$ cat config.mk
export PLATFORM = sky130hd
export DESIGN_NAME = rms_unit
export DESIGN_NICKNAME = d
export VERILOG_FILES = /design/src/rtl/rms_pkg.sv /design/src/rtl/rms_prep.sv /design/src/rtl/rms_rotl.sv /design/src/rtl/rms_mask.sv /design/src/rtl/rms_unit.sv
export SDC_FILE = /design/constraint.sdc
export NUM_CORES = 1
export LEC_CHECK = 0
export CAP_MARGIN = 20
export CELL_PAD_IN_SITES_DETAIL_PLACEMENT = 2
export CELL_PAD_IN_SITES_GLOBAL_PLACEMENT = 2
export CORE_MARGIN = 4
export CORE_UTILIZATION = 44
export DETAILED_ROUTE_END_ITERATION = 8
export DONT_BUFFER_PORTS = 1
export GPL_ROUTABILITY_DRIVEN = 0
export PLACE_DENSITY = 0.95
export SYNTH_ARGS = -nofsm -noshare
export SYNTH_HDL_FRONTEND = slang
export SYNTH_HIERARCHICAL = 1
export SYNTH_SLANG_ARGS = --single-unit
$ cat constraint.sdc
create_clock -name clk -period 0.8 [get_ports clk]
set_input_delay 0.04 -clock clk [delete_from_list [all_inputs] [get_ports clk]]
set_output_delay 0.04 -clock clk [all_outputs]
set_load 0.005 [all_outputs]
$ cat src/rtl/rms_pkg.sv
package rms_pkg;

  typedef enum logic [1:0] {
    FORM_SHIFT = 2'b00,
    FORM_CLRR  = 2'b01,
    FORM_CLRL  = 2'b10,
    FORM_BOTH  = 2'b11
  } rms_form_e;

  function automatic rms_form_e rms_form(input logic clr_left, input logic clr_right);
    return rms_form_e'({clr_left, clr_right});
  endfunction

endpackage

$ cat src/rtl/rms_prep.sv
module rms_prep #(
  parameter int DW = 64
) (
  input  logic [DW-1:0] src,
  input  logic          word_mode,
  input  logic          sext,
  output logic [DW-1:0] data,
  output logic          sign
);
  localparam int HW = DW / 2;

  always_comb begin
    if (word_mode)
      data = {src[HW-1:0], src[HW-1:0]};
    else if (sext)
      data = {{HW{src[HW-1]}}, src[HW-1:0]};
    else
      data = src;
    sign = word_mode ? src[HW-1] : src[DW-1];
  end
endmodule

$ cat src/rtl/rms_rotl.sv
module rms_rotl #(
  parameter int DW = 64,
  localparam int LW = $clog2(DW)
) (
  input  logic [DW-1:0] din,
  input  logic [LW-1:0] amt,
  output logic [DW-1:0] dout
);
  logic [DW-1:0] stage [0:LW];

  assign stage[0] = din;

  for (genvar k = 0; k < LW; k++) begin : g_stage
    localparam int D = 1 << k;
    assign stage[k+1] = amt[k] ? {stage[k][DW-1-D:0], stage[k][DW-1:DW-D]} : stage[k];
  end

  assign dout = stage[LW];
endmodule

$ cat src/rtl/rms_mask.sv
module rms_mask
  import rms_pkg::*;
#(
  parameter int DW = 64,
  localparam int LW = $clog2(DW),
  localparam int SW = LW + 1
) (
  input  rms_form_e     form,
  input  logic [LW-1:0] mb,
  input  logic [LW-1:0] me,
  input  logic [SW-1:0] sh,
  input  logic          word_mode,
  input  logic          right,
  output logic [DW-1:0] mask,
  output logic          over
);
  // Positions count from the MSB; wraps when end < begin.
  function automatic logic [DW-1:0] span(input logic [LW-1:0] b, input logic [LW-1:0] e);
    logic [DW-1:0] from_b, upto_e;
    from_b = {DW{1'b1}} >> b;
    upto_e = ~(({DW{1'b1}} >> e) >> 1);
    return (b <= e) ? (from_b & upto_e) : (from_b | upto_e);
  endfunction

  logic [LW-1:0] bnd_b, bnd_e, amt, pos_b, pos_e;

  always_comb begin
    bnd_b = word_mode ? {1'b1, mb[LW-2:0]} : mb;
    bnd_e = word_mode ? {1'b1, me[LW-2:0]} : me;
    amt   = word_mode ? {1'b0, sh[LW-2:0]} : sh[LW-1:0];
    over  = 1'b0;
    unique case (form)
      FORM_BOTH: begin pos_b = bnd_b; pos_e = bnd_e; end
      FORM_CLRL: begin pos_b = bnd_b; pos_e = {LW{1'b1}}; end
      FORM_CLRR: begin pos_b = '0;    pos_e = bnd_e; end
      default: begin
        over = word_mode ? sh[LW-1] : sh[LW];
        if (right) begin
          pos_b = word_mode ? {1'b1, amt[LW-2:0]} : amt;
          pos_e = {LW{1'b1}};
        end else begin
          pos_b = word_mode ? {1'b1, {(LW-1){1'b0}}} : '0;
          pos_e = ~amt;
        end
      end
    endcase
    mask = over ? '0 : span(pos_b, pos_e);
  end
endmodule

$ cat src/rtl/rms_unit.sv
module rms_unit
  import rms_pkg::*;
#(
  parameter int DW = 64,
  localparam int LW = $clog2(DW),
  localparam int SW = LW + 1,
  localparam int HW = DW / 2
) (
  input  logic          clk,
  input  logic          rst_n,
  input  logic [DW-1:0] src_i,
  input  logic [DW-1:0] ins_i,
  input  logic [SW-1:0] sh_i,
  input  logic [LW-1:0] mb_i,
  input  logic [LW-1:0] me_i,
  input  logic          word_i,
  input  logic          right_i,
  input  logic          arith_i,
  input  logic          clr_left_i,
  input  logic          clr_right_i,
  input  logic          sext_i,
  output logic [DW-1:0] res_o,
  output logic          carry_o
);
  rms_form_e     form;
  logic          shift_form;
  logic [DW-1:0] prep_data, rot_data, mask, fill, region, lost_bits, res_d;
  logic [LW-1:0] rot_amt;
  logic          src_sign, amt_over, carry_d;

  assign form       = rms_form(clr_left_i, clr_right_i);
  assign shift_form = (form == FORM_SHIFT);
  assign rot_amt    = (shift_form && right_i) ? (LW'(0) - sh_i[LW-1:0]) : sh_i[LW-1:0];

  rms_prep #(.DW(DW)) u_prep (
    .src(src_i), .word_mode(word_i), .sext(sext_i), .data(prep_data), .sign(src_sign)
  );

  rms_rotl #(.DW(DW)) u_rotl (
    .din(prep_data), .amt(rot_amt), .dout(rot_data)
  );

  rms_mask #(.DW(DW)) u_mask (
    .form(form), .mb(mb_i), .me(me_i), .sh(sh_i), .word_mode(word_i),
    .right(right_i), .mask(mask), .over(amt_over)
  );

  assign fill      = arith_i ? {DW{src_sign}} : ins_i;
  assign region    = word_i ? {{HW{1'b0}}, {HW{1'b1}}} : {DW{1'b1}};
  assign lost_bits = rot_data & ~mask & region;
  assign carry_d   = shift_form & right_i & arith_i & src_sign & (|lost_bits);
  assign res_d     = (rot_data & mask) | (fill & ~mask);

  always_ff @(posedge clk or negedge rst_n) begin
    if (!rst_n) begin
      res_o   <= '0;
      carry_o <= 1'b0;
    end else begin
      res_o   <= res_d;
      carry_o <= carry_d;
    end
  end
endmodule

==> results.sh, run 1 <==
export IMPL_run_status="aborted with a tool error"
export IMPL_haltStage="4_1_cts"
export IMPL_error="[ERROR DPL-0033] detailed placement checks failed during check placement."
export IMPL_synth_seq_area_share_pct=14.2
export IMPL_die_y_microns=170
export IMPL_synth_nets=1397
export IMPL_postCtsSetupRepairBufs=57
export IMPL_cts_hold_buf=54
export IMPL_synthCells=1239
export IMPL_h_tree_depth=3
export IMPL_syn_area_sq_um=11500
export IMPL_cts_buffer_depth=2
export IMPL_synth_top_area_share_pct=37.0
export IMPL_dp_hpwl_mm=65.5
export IMPL_syn_area_per_cell_sq_um=9.28
export IMPL_ys_flop_type="dfrtp_1"
export IMPL_synth_seq_cells=65
export IMPL_numPortBuffers=0
export IMPL_cts_resized=168
export IMPL_root_buffer="clkbuf_16"
export IMPL_die_x_microns=170
export IMPL_ios=220
export IMPL_async_flop_share_pct=100
export IMPL_clkSinkCount=65
export IMPL_cts_made_buffers=9
export IMPL_synth_top_cell_by_area="mux4_2"
export IMPL_yosysWarningCount=6
export IMPL_initial_core_util_pct=45.1
export IMPL_postPlaceCellArea_sq_um=14000
export IMPL_ys_top_cells_by_area="mux4_2 37%, dfrtp_1 14%, o21ai_0 6.4%"
export IMPL_synth_edf_count=0
export IMPL_num_rows=58
export IMPL_synth_cell_type_count=64
-- cells in the mapped netlist (12+ instances only) --
| library cell | count |
|---|---|
| o311ai_1 | 16 |
| mux4_2 | 189 |
| nor2_1 | 41 |
| nand3_1 | 12 |
| nand2b_1 | 13 |
| buf_6 | 18 |
| o21ai_0 | 147 |
| o22ai_1 | 29 |
| inv_1 | 61 |
| dfrtp_1 | 65 |
| clkbuf_1 | 51 |
| nor3_1 | 17 |
| nand2_1 | 148 |
| buf_1 | 12 |
| buf_2 | 26 |
| mux2i_1 | 33 |
| a21oi_1 | 144 |
| buf_4 | 39 |
| o31ai_1 | 35 |
| o21ai_1 | 33 |
-- stage by stage --
step	worst slack, ns	cells	setup TNS [ns]	util, %
3_5_place_dp	-3.34	1757	-156.32	55.0
3_3_place_gp	-2.96	1757	-138.90	55.0
2_1_floorplan	-2.29	1239	-111.76	-
-- kinds of logic after synthesis --
| logic type | Yosys count | synth area share, % |
|---|---|---|
| AO/OA/AOI/OAI | 449 | 22.7 |
| XOR/XNOR | 4 | 0.305 |
| adder cells (fa/ha/maj) | 4 | 0.414 |
| buffers and inverters | 223 | 11.2 |
| flip-flops | 65 | 14.2 |
| multiplexers | 229 | 41.0 |
| AND/OR/NAND/NOR | 265 | 10.3 |
==> run 2, diff against run 1 <==
- CELL_PAD_IN_SITES_DETAIL_PLACEMENT: 2 -> default
- CELL_PAD_IN_SITES_GLOBAL_PLACEMENT: 2 -> default
- CORE_UTILIZATION: 44 -> 40
- PLACE_DENSITY: 0.95 -> default
- PLACE_DENSITY_LB_ADDON: default -> 0.15
==> results.sh, run 2 <==
export IMPL_synth_seq_area_share_pct=14.2
export IMPL_cp_start_kind="primary input"
export IMPL_route_vias_total=12600
export IMPL_synth_seq_cells=65
export IMPL_min_path_type="in2async"
export IMPL_cts_made_buffers=9
export IMPL_ys_flop_type="dfrtp_1"
export IMPL_maxSlewViolCount=0
export IMPL_finalPower_mw=27.3
export IMPL_crit_top_cell="mux4_2"
export IMPL_violations="negative hold slack, negative setup slack"
export IMPL_crit_family="multiplexers"
export IMPL_root_buffer="clkbuf_16"
export IMPL_cts_buffer_depth=2
export IMPL_synth_edf_count=0
export IMPL_endpoint_kind="flop"
export IMPL_crit_buf_inv=3
export IMPL_crit_end="carry_o$_DFF_PN0_"
export IMPL_die_area_sq_um=31500
export IMPL_drt_iter0_drc=1444
export IMPL_synth_cell_type_count=64
export IMPL_syn_area_sq_um=11500
export IMPL_grt_pass1_vias=12300
export IMPL_largest_register="res_o"
export IMPL_clock_fmax_mhz=308
export IMPL_dp_hpwl_mm=40.2
export IMPL_cp_depth=13
export IMPL_numPortBuffers=0
export IMPL_dp_cells=1811
export IMPL_layout_drive_gt1_share_pct=46.9
export IMPL_initial_core_util_pct=40.9
export IMPL_antenna_found_initial=0
export IMPL_crit_required_ns=1.03
export IMPL_die_y_microns=178
export IMPL_cts_hold_buf=64
export IMPL_final_common_cell="buf_4"
export IMPL_drtAntennaViolNets=0
export IMPL_async_flop_share_pct=100
export IMPL_ios=220
export IMPL_worst_ep_arrival_time_ns=3.48
export IMPL_die_x_microns=178
export IMPL_yosysMostFrequentCell="mux4_2"
export IMPL_period_minus_slack_ns=3.25
export IMPL_reg_largest_list="res_o: 64 flops, carry_o: 1 flops"
export IMPL_diodes=0
export IMPL_nets=1682
export IMPL_overflow=0
export IMPL_setup_viol=68
export IMPL_maxCapViolations=0
export IMPL_yosysWarningCount=6
export IMPL_drt_pass1_iterations=5
export IMPL_slew_headroom_pct=49.0
export IMPL_synthCells=1239
export IMPL_hold_violations=65
export IMPL_synth_top_cell_by_area="mux4_2"
export IMPL_slowest_delay_ns=0.58
export IMPL_cts_tree="built"
export IMPL_p_leak_nw=6.46
export IMPL_synth_common_cells="189 x mux4_2, 148 x nand2_1, 147 x o21ai_0"
export IMPL_rsz0062_at_grt="yes"
export IMPL_cpMaxStageDelayCell="mux4_2"
export IMPL_ys_top_cells_by_area="mux4_2 37%, dfrtp_1 14%, o21ai_0 6.4%"
export IMPL_grt_usage_pct=31.6
export IMPL_fin_cells=1906
export IMPL_critPathMaxFanout=68
export IMPL_finalCritPeriodShare_pct=406
export IMPL_path_class="in2reg"
export IMPL_grt_max_degree=69
export IMPL_synth_nets=1397
export IMPL_run_status="finished with violations"
export IMPL_drc_errors=0
export IMPL_largest_reg_flops=64
export IMPL_coreArea_sq_um=28100
export IMPL_grt_pass1_wl_mm=76.6
export IMPL_areaGrowthSynthToFinish_pct=38.5
export IMPL_worstPathCellList="inv_12 > ha_4 > mux2_4 > buf_12 > buf_12 > mux4_2 > mux4_2 > mux4_2 > or2b_1 > o2111ai_1 > nor3_2 > nand4_1 > o21a_1"
export IMPL_powerDensity_nw_per_um2=1720
export IMPL_final_cell_mix="268 x buf_4, 191 x mux4_2, 143 x a21oi_1, 96 x nand2_1, 73 x o21ai_0"
export IMPL_vias_per_cell=6.63
export IMPL_clk_pin_slew_worst_paths_ns=0.06
export IMPL_hold_slack_ns=-0.602
export IMPL_vdd_drop_max_uv=1160
export IMPL_routed_wl_mm=50.8
export IMPL_wl_per_cell_microns=26.7
export IMPL_h_tree_depth=3
export IMPL_worst_slack_ns=-2.45
export IMPL_tightest_slew_ns=0.757
export IMPL_synth_top_area_share_pct=37.0
export IMPL_num_rows=61
export IMPL_critPathLaunch="sh_i[0]"
export IMPL_syn_area_per_cell_sq_um=9.28
export IMPL_clkSinkCount=65
run 2: cell counts after synthesis:
No cell type changed its count.
run 2: cells by family (layout without fill, tap and decap cells):
group,Yosys count,after routing,synth area share (%)
buffers and inverters,223,512,11.2
and+or+nand+nor,265,265,10.3
AOI/OAI and AO/OA,449,449,22.7
adders and majority gates,4,4,0.414
muxes,229,229,41.0
xor gates and xnor gates,4,4,0.305
DFF,65,65,14.2
run 2: worst min-delay path by stage:
stage	start	end	slack [ns]
after floorplan	rst_n	carry_o$_DFF_PN0_	-0.26
after global placement	rst_n	res_o[0]$_DFF_PN0_	-0.25
after detailed placement	rst_n	res_o[30]$_DFF_PN0_	-0.25
after CTS	rst_n	res_o[56]$_DFF_PN0_	-0.62
after global routing	rst_n	res_o[3]$_DFF_PN0_	-0.62
final	rst_n	res_o[63]$_DFF_PN0_	-0.60
run 2: routing by layer:
metal / track usage (%) / up-vias / wire length [microns]
li1: - / 5382 / -
met1: 42.1 / 6080 / 18500
met2: 48.9 / 981 / 22800
met3: 6.07 / 191 / 5990
met4: 16.8 / 0 / 3480
met5: 0 / - / 0
run 2: timing repair:
action / CTS / global route
hold endpoints to repair: 129 / 65
endpoints found under the setup margin: 68 / 68
resized for setup: 79 / 129
buffers inserted: 15 / 31
pin swaps: 6 / 12
gates cloned: 2 / 1
run 2: per-stage QoR:
stage / setup WS (ns) / setup TNS (ns) / util (%) / area (sq um) / hold slack, ns
6_report: -2.45 / -117.58 / 56.7 / 15900 / -0.602
5_1_grt: -2.53 / -119.59 / 56.7 / 15900 / -0.617
4_1_cts: -2.33 / -115.33 / 55.3 / 15500 / -0.620
3_5_place_dp: -2.78 / -138.53 / 50.5 / 14200 / -0.254
3_3_place_gp: -2.80 / -137.68 / 50.5 / 14200 / -0.254
2_1_floorplan: -2.29 / -111.76 / - / 11800 / -0.256
run 2: cell type report:
cell class / instances / area, sq um
clock buffer: 11 / 233
clock inverter: 4 / 45.0
fill: 2494 / 12200
inverter: 65 / 270
multi-input combinational: 951 / 9190
sequential: 65 / 1630
tap: 378 / 473
timing repair buffer: 432 / 4090
run 2: where the power goes:
group          internal, mW  switching, mW  total [mW]
Sequential             4.14          0.532        4.67
Clock                  2.38           1.42        3.80
Combinational          9.74           9.13        18.9
Total                  16.3           11.1        27.3
(Power assumes the default switching activity.)
